==> src/rtl/tx3_pkg.sv <==
package tx3_pkg;
  localparam int SUB_PER_BIT = 3;
  localparam int DATA_MAX    = 8;
  localparam int DATA_MIN    = 5;
  localparam int PAYLOAD_MAX = 32;
  localparam int FRAME_W     = 1 + PAYLOAD_MAX + SUB_PER_BIT;
  localparam int CNT_W       = $clog2(FRAME_W + 1);

  typedef struct packed {
    logic [1:0] width_sel;
    logic       par_en;
    logic       par_odd;
    logic       two_stop;
  } tx3_cfg_t;
endpackage

==> src/rtl/tx3_tick.sv <==
module tx3_tick #(
  parameter int SUB_DIV = 50000
) (
  input  logic clk,
  input  logic rst_n,
  input  logic restart,
  input  logic run,
  output logic tick
);
  localparam int DW = (SUB_DIV > 1) ? $clog2(SUB_DIV) : 1;
  localparam logic [DW-1:0] LAST = DW'(SUB_DIV - 1);

  logic [DW-1:0] cnt;

  always_ff @(posedge clk) begin
    if (!rst_n)        cnt <= '0;
    else if (restart)  cnt <= '0;
    else if (run)      cnt <= (cnt == LAST) ? '0 : cnt + 1'b1;
  end

  assign tick = run && (cnt == LAST);

  // a freshly restarted period never ends on the next cycle
  p_restart_no_tick_r3: assert property (@(posedge clk) disable iff (!rst_n)
    restart |=> !tick);
endmodule

==> src/rtl/tx3_framer.sv <==
module tx3_framer
  import tx3_pkg::*;
(
  input  logic [DATA_MAX-1:0]    data,
  input  tx3_cfg_t               cfg,
  output logic [PAYLOAD_MAX-1:0] payload,
  output logic [CNT_W-1:0]       total_sub
);
  logic [3:0]          nbits;
  logic [DATA_MAX-1:0] used;
  logic                par_bit;

  always_comb begin
    nbits = 4'(DATA_MIN) + {2'b00, cfg.width_sel};
    for (int i = 0; i < DATA_MAX; i++) used[i] = (i < int'(nbits)) ? data[i] : 1'b0;
    par_bit = (^used) ^ cfg.par_odd;
    total_sub = CNT_W'((int'(nbits) + int'(cfg.par_en) + int'(cfg.two_stop)) * SUB_PER_BIT
                       + SUB_PER_BIT + SUB_PER_BIT);
  end

  for (genvar j = 0; j < PAYLOAD_MAX; j++) begin : g_pos
    localparam int SLOT = (j - 2) / SUB_PER_BIT;
    if (j < 2) begin : g_ext
      assign payload[j] = 1'b0;
    end else if (SLOT < DATA_MAX) begin : g_dat
      assign payload[j] = (SLOT < int'(nbits)) ? data[SLOT]
                        : ((SLOT == int'(nbits)) && cfg.par_en) ? par_bit : 1'b1;
    end else if (SLOT == DATA_MAX) begin : g_par
      assign payload[j] = (cfg.par_en && (int'(nbits) == DATA_MAX)) ? par_bit : 1'b1;
    end else begin : g_hi
      assign payload[j] = 1'b1;
    end
  end
endmodule

==> src/rtl/tx3_shifter.sv <==
module tx3_shifter
  import tx3_pkg::*;
(
  input  logic               clk,
  input  logic               rst_n,
  input  logic               load,
  input  logic [FRAME_W-1:0] frame_in,
  input  logic [CNT_W-1:0]   count_in,
  input  logic               tick,
  output logic               line,
  output logic               busy
);
  logic [FRAME_W-1:0] shreg;
  logic [CNT_W-1:0]   remaining;

  always_ff @(posedge clk) begin
    if (!rst_n) begin
      shreg     <= '1;
      remaining <= '0;
      busy      <= 1'b0;
    end else if (load) begin
      shreg     <= frame_in;
      remaining <= count_in;
      busy      <= 1'b1;
    end else if (busy && tick) begin
      shreg     <= {1'b1, shreg[FRAME_W-1:1]};
      remaining <= remaining - 1'b1;
      if (remaining == CNT_W'(1)) busy <= 1'b0;
    end
  end

  assign line = busy ? shreg[0] : 1'b1;

  p_count_live_r8: assert property (@(posedge clk) disable iff (!rst_n)
    busy |-> (remaining != '0));
  p_idle_high_r1: assert property (@(posedge clk) disable iff (!rst_n)
    !busy |-> line);
  p_line_steady_r3: assert property (@(posedge clk) disable iff (!rst_n)
    (busy && $past(busy) && !$past(tick) && !$past(load)) |-> (line == $past(line)));
endmodule

==> src/rtl/tri_uart_tx.sv <==
module tri_uart_tx
  import tx3_pkg::*;
#(
  parameter int SUB_DIV = 50000
) (
  input  logic       clk,
  input  logic       rst_n,
  input  logic       in_valid,
  output logic       in_ready,
  input  logic [7:0] in_data,
  input  logic [1:0] cfg_width,
  input  logic       cfg_par_en,
  input  logic       cfg_par_odd,
  input  logic       cfg_two_stop,
  output logic       tx,
  output logic       busy
);
  tx3_cfg_t                cfg;
  logic [PAYLOAD_MAX-1:0]  payload;
  logic [CNT_W-1:0]        total_sub;
  logic [FRAME_W-1:0]      frame;
  logic                    accept;
  logic                    tick;

  assign cfg      = '{width_sel: cfg_width, par_en: cfg_par_en,
                      par_odd: cfg_par_odd, two_stop: cfg_two_stop};
  assign in_ready = !busy;
  assign accept   = in_valid && in_ready;
  assign frame    = {{SUB_PER_BIT{1'b1}}, payload, 1'b0};

  tx3_framer i_framer (
    .data      (in_data),
    .cfg       (cfg),
    .payload   (payload),
    .total_sub (total_sub)
  );

  tx3_tick #(.SUB_DIV(SUB_DIV)) i_tick (
    .clk     (clk),
    .rst_n   (rst_n),
    .restart (accept),
    .run     (busy),
    .tick    (tick)
  );

  tx3_shifter i_shift (
    .clk      (clk),
    .rst_n    (rst_n),
    .load     (accept),
    .frame_in (frame),
    .count_in (total_sub),
    .tick     (tick),
    .line     (tx),
    .busy     (busy)
  );

  p_accept_starts_r2: assert property (@(posedge clk) disable iff (!rst_n)
    accept |=> busy);
  p_start_low_r4: assert property (@(posedge clk) disable iff (!rst_n)
    $rose(busy) |-> !tx);
  p_end_high_r8: assert property (@(posedge clk) disable iff (!rst_n)
    $fell(busy) |-> $past(tx));
endmodule

==> config.mk <==
export PLATFORM = sky130hd
export DESIGN_NAME = tri_uart_tx
export DESIGN_NICKNAME = d
export VERILOG_FILES = /design/src/rtl/tx3_pkg.sv /design/src/rtl/tx3_tick.sv /design/src/rtl/tx3_framer.sv /design/src/rtl/tx3_shifter.sv /design/src/rtl/tri_uart_tx.sv
export SDC_FILE = /design/constraint.sdc
export NUM_CORES = 1
export LEC_CHECK = 0
export ABC_AREA = 0
export ABC_CLOCK_PERIOD_IN_PS = 4000
export BUFFER_PORTS_ARGS = -buffer_cell sky130_fd_sc_hd__buf_2
export CORE_MARGIN = 2
export CORE_UTILIZATION = 55
export DETAILED_ROUTE_END_ITERATION = 7
export PLACE_DENSITY = 0.74
export SLEW_MARGIN = 40
export SYNTH_ARGS = -nofsm -noshare
export SYNTH_HDL_FRONTEND = slang
export SYNTH_SLANG_ARGS = --single-unit
export TNS_END_PERCENT = 30
==> constraint.sdc <==
create_clock -name clk -period 4 [get_ports clk]
set_input_delay 0 -clock clk [delete_from_list [all_inputs] [get_ports clk]]
set_output_delay 0 -clock clk [all_outputs]
set_load 0.05 [all_outputs]
[Word level (Yosys, flattened, before mapping)]
Cells that the tools add are included.
Word-level totals
  register bits: 53
  output and inout bits: 3
  word-level logic and storage cells: 85
Cells by class
  add/sub/neg operators: 7
  $mul: 1
  $lt $le $gt $ge: 8
  eq/ne operators: 10
  mux-type cells: 34
  bitwise operators: 2
  reductions and logical operators: 19
Operator list (count)
  $mux W30: 2
  $add A32 B2 Y32: 1
  $mul A32 B3 Y6 const B: 1
  $mux W1: 29
  $add A16 B1 Y16 const B: 1
  $eq A16 B16 Y1 const B: 1
  $eq A4 B4 Y1 const A: 4
  $lt A3 B4 Y1 const A: 4
  $mux W16: 1
  $add A6 B3 Y6 const B: 2
  $logic_and A1 B1 Y1: 12
  $mux W6: 2
  $eq A3 B4 Y1 const A: 2
  $lt A1 B4 Y1 const A: 2
  $lt A2 B4 Y1 const A: 2
  $reduce_xor A8 Y1: 1
  $eq A6 B1 Y1 const B: 1
  $sub A6 B1 Y6 const B: 1
  $add A4 B1 Y5: 1
  $add A3 B2 Y4 const A: 1
  $eq A2 B4 Y1 const A: 1
  $eq A4 B4 Y1 const B: 1
  $logic_not A4 Y1: 1
  $reduce_bool A2 Y1: 2
  other kinds (5): 5

[Longest topological paths before layout]
  word-level depth: 8
  mapped depth: 16
  depth with buffers taken out: 16

[Modules after synthesis]
From an unflattened synthesis, not the netlist that was laid out.
Second synthesis, totals
  cells, all modules: 415
  area, all modules: 3422.0 um2
Modules (own cells, without submodules)
  tx3_shifter: times used 1, cells each 246, area an instance 2018.2 um2, seq. area each 860.8 um2
  tx3_tick: times used 1, cells each 85, area an instance 762.0 um2, seq. area each 320.3 um2
  tx3_framer: times used 1, cells each 80, area an instance 624.3 um2, seq. area each 0.0 um2
  tri_uart_tx: times used 1, cells each 4, area an instance 17.5 um2, seq. area each 0.0 um2

[Worst setup path after synthesis]
OpenSTA, ideal clock, no wires.
  path kind: input-to-reg
  start point: input cfg_width[0]
  end point: register i_shift.remaining[5]
  setup time: 0.091 ns
  data arrival time: 2.749 ns
  slack: 1.160 ns
  stages: 15
  buffers on the path: 0
  cells stage by stage: inv_1 ha_1 inv_1 fa_1 inv_1 ha_1 xnor2_1 fa_1 inv_1 ha_1 a21o_1 a21oi_1 xnor2_1 o21ai_0 a311oi_1
Between the ends
  longest elaborated chain between the ends: 7
Ends and longest elaborated chain
  start, declared: line tri_uart_tx.sv:11  | input logic [1:0] cfg_width,
  $add A3 B2 Y4: line tx3_framer.sv:14  | nbits = 4'(DATA_MIN) + {2'b00, cfg.width_sel};
  $add A4 B1 Y5: line tx3_framer.sv:17  | total_sub = CNT_W'((int'(nbits) + int'(cfg.par_en) + int'(cfg.two_stop)) * SUB_PER_BIT
  $add A32 B2 Y32: line tx3_framer.sv:17
  $mul A32 B3 Y6: line tx3_framer.sv:17
  $add A6 B3 Y6 (2 in series): line tx3_framer.sv:18  | + SUB_PER_BIT + SUB_PER_BIT);
  $mux W6: line tx3_shifter.sv:21  | end else if (load) begin
  end signal, assigned: line tx3_shifter.sv:23  | remaining <= count_in;
  end signal, assigned: line tx3_shifter.sv:27  | remaining <= remaining - 1'b1;
  end, declared: line tx3_shifter.sv:14  | logic [CNT_W-1:0] remaining;
Every way passes these cells.
A chain may end at the register's enable or synchronous reset.

[Worst setup path after layout]
Same ends and word-level chain as after synthesis.

==> impl_metrics.json <==
{
  "cp.arrival_ps": 3120,
  "grt_max_degree": 46,
  "combPwrFrac": 0.206,
  "critical_path.startpoint": "cfg_width[0]",
  "layout_common_cells": "nand2_1 (56), dfxtp_1 (53), nor2_1 (35), o21ai_0 (24), ha_1 (19)",
  "port_buffers": 18,
  "overflow": 0,
  "synth-seq-cells": 53,
  "end_kind": "flip-flop",
  "die_y_microns": 75.80,
  "timing.rr.start": "i_tick.cnt[11]",
  "worstHoldPathType": "input pin to flip-flop",
  "hp-start": "in_valid",
  "hold_ws_ps": 25.54,
  "p_int_mw": 0.7764,
  "vias": 2267,
  "syn_nets": 376,
  "cts_hold_buf": 0,
  "p_leak_nw": 1.335,
  "ys.warnings.count": 0,
  "via_per_inst": 5.398,
  "drtPass1Iterations": 4,
  "max_slew_margin": 0.5102,
  "fin_worst_skew_ps": 6.988,
  "clock_latency_ps": 300,
  "drive_gt1_frac": 0.09714,
  "fp-row-count": 26,
  "ir_drop_mv": 0.2191,
  "antenna_found_initial": 0,
  "drtIter0Drc": 185,
  "place.gp.congestion": 0.8247,
  "rsz0062_at_grt": "false",
  "seq_power_share": 0.524,
  "wirelength_mm": 5.356,
  "max_freq_mhz": 345.5,
  "grt_pass1_vias": 2130,
  "hold_viol": 0,
  "cp-start-kind": "input pin",
  "p_per_area_nw_per_um2": 361.6,
  "final_common_cell": "nand2_1",
  "synthCells": 338,
  "start_util": 0.5623,
  "cts.path.max_buffers": 2,
  "antennaDiodeCount": 0,
  "ant_nets": 0,
  "num-fill-cells": 436,
  "grtUsageTotal": 0.2059,
  "status": "completed",
  "cp_max_fo": 6,
  "grt_pass1_wl_mm": 9.218,
  "swShare": 0.2935,
  "cts_htree_levels": 2,
  "root_buffer": "clkbuf_8",
  "fin_util": 0.6027,
  "cap_viol_max_count": 0,
  "mappedNetlistArea_sq_um": 2835,
  "switchingPower_mw": 0.3226,
  "crit_required_ps": 4220,
  "ios": 19,
  "wire_per_inst_microns": 12.75,
  "worst_pin_slew_ps": 732.6,
  "synth.distinct_cells": 41,
  "finalPower_mw": 1.099,
  "die_area_sq_um": 5745,
  "cts_made_buffers": 5,
  "post-cts-setup-buffer-count": 0,
  "finalSetupTns_ps": 0,
  "drcViolationCount": 0,
  "finalCriticalPeriod_ps": 2894,
  "setup_viol": 0,
  "cts_tree": "built",
  "postSynthAreaPerCell_sq_um": 8.388,
  "fp.dieW_microns": 75.80,
  "dp_hpwl_mm": 3.799,
  "clock_sinks": 53,
  "slew_violations": 0,
  "period_share": 0.7235,
  "path_class": "input pin to flip-flop",
  "ys_seq_area_frac": 0.3742,
  "cts-resized-gates": 0,
  "final_nets": 387,
  "area_growth_pct": 7.193,
  "clkTransAtPathRegs_ps": 100,
  "clkPwrFrac": 0.270,
  "design.core.area_sq_um": 5042
}
==> critical path: stages <==
cell and delay [ps]:
buf_2 120, inv_1 200, ha_1 180, inv_1 40
fa_1 470, inv_1 50, ha_1 230, xnor2_1 170
fa_1 560, inv_1 40, ha_1 200, a21o_1 180
a21oi_1 180, xnor2_1 150, o21ai_0 90, a311oi_1 250
==> area by class of cell <==
type                    instances  area, sq um  area share
clock inverters                 3        17.52    0.005764
multi-input cells             255         1647      0.5418
well taps                      70        87.58     0.02882
flip-flops and latches         53         1061      0.3491
inverters                      14        52.55     0.01729
repair buffers                 20        105.1     0.03458
clock buffers                   5        68.82     0.02264
==> power by group through the flow <==
stage | Combinational (mW) | Sequential (mW) | Clock [mW]
floorplan | 0.178 | 0.584 | 0
global placement | 0.219 | 0.588 | 0
detailed placement | 0.229 | 0.588 | 0
CTS | 0.229 | 0.576 | 0.304
global route | 0.263 | 0.580 | 0.329
finish | 0.227 | 0.576 | 0.296
==> Yosys cell counts, drive strengths merged <==
cell type / instances / area, sq um
and3: 16 / 100.1
a41oi: 2 / 17.52
xor2: 12 / 105.1
o211ai: 6 / 45.04
xnor2: 15 / 131.4
and2: 2 / 12.51
o32ai: 1 / 8.760
and3b: 1 / 8.760
nor2b: 2 / 12.51
and4: 1 / 8.760
a31oi: 2 / 12.51
a311oi: 1 / 8.760
a211oi: 3 / 22.52
a21o: 1 / 7.510
nand2b: 1 / 6.260
nor4: 1 / 21.27
o21ai: 26 / 130.1
nand4: 6 / 37.54
nor4b: 1 / 15.01
a21oi: 10 / 50.05
o211a: 1 / 10.01
o221ai: 2 / 17.52
fa: 3 / 60.06
nand2: 56 / 210.2
or3: 2 / 12.51
xnor3: 1 / 22.52
nand3: 12 / 60.06
inv: 14 / 52.55
clkbuf: 9 / 33.78
or4b: 2 / 27.53
nor2: 35 / 131.4
buf: 7 / 41.29
mux2i: 2 / 20.02
ha: 19 / 237.7
dfxtp: 53 / 1061
nand4b: 2 / 17.52
or4: 1 / 11.26
nor3: 7 / 46.30
==> stage by stage <==
step,std cells,area [sq um],setup slack [ps]
2_1_floorplan,338,2835,1160
3_3_place_gp,412,2953,912.3
3_5_place_dp,412,2953,787.7
4_1_cts,420,3039,1108
5_1_grt,420,3039,881.8
6_report,420,3039,1106
==> flip-flops by register name, indices dropped and copies added (netlist names) <==
register and cells:
i_tick.cnt 16, i_shift.remaining 6, i_shift.shreg 30, i_shift.busy 1
==> cell families after synthesis <==
group / Yosys count / synth area share
mux: 2 / 0.007061
xor+xnor: 28 / 0.09135
compound gates: 55 / 0.1165
fa+ha+maj: 22 / 0.1050
flops: 53 / 0.3742
simple gates: 148 / 0.2608
buf+inv: 30 / 0.04501
==> routing by layer <==
layer | track usage | part of all wire | vias to the layer above
met5 | 0 | 0 | -
met4 | 0.05458 | 0.0099 | 0
met3 | 0.04233 | 0.029 | 6
met2 | 0.3544 | 0.48 | 30
met1 | 0.2623 | 0.48 | 1057
li1 | - | - | 1174
==> worst paths after layout <==
kind,end,slack (ps),cells past startpoint
max,i_shift.remaining[5],1110,16
max reg2reg,i_shift.shreg[24],1420,5
min reg2reg,i_shift.shreg[24],460,2
min,i_shift.busy,30,3
Power figures use the tool's default switching activity.
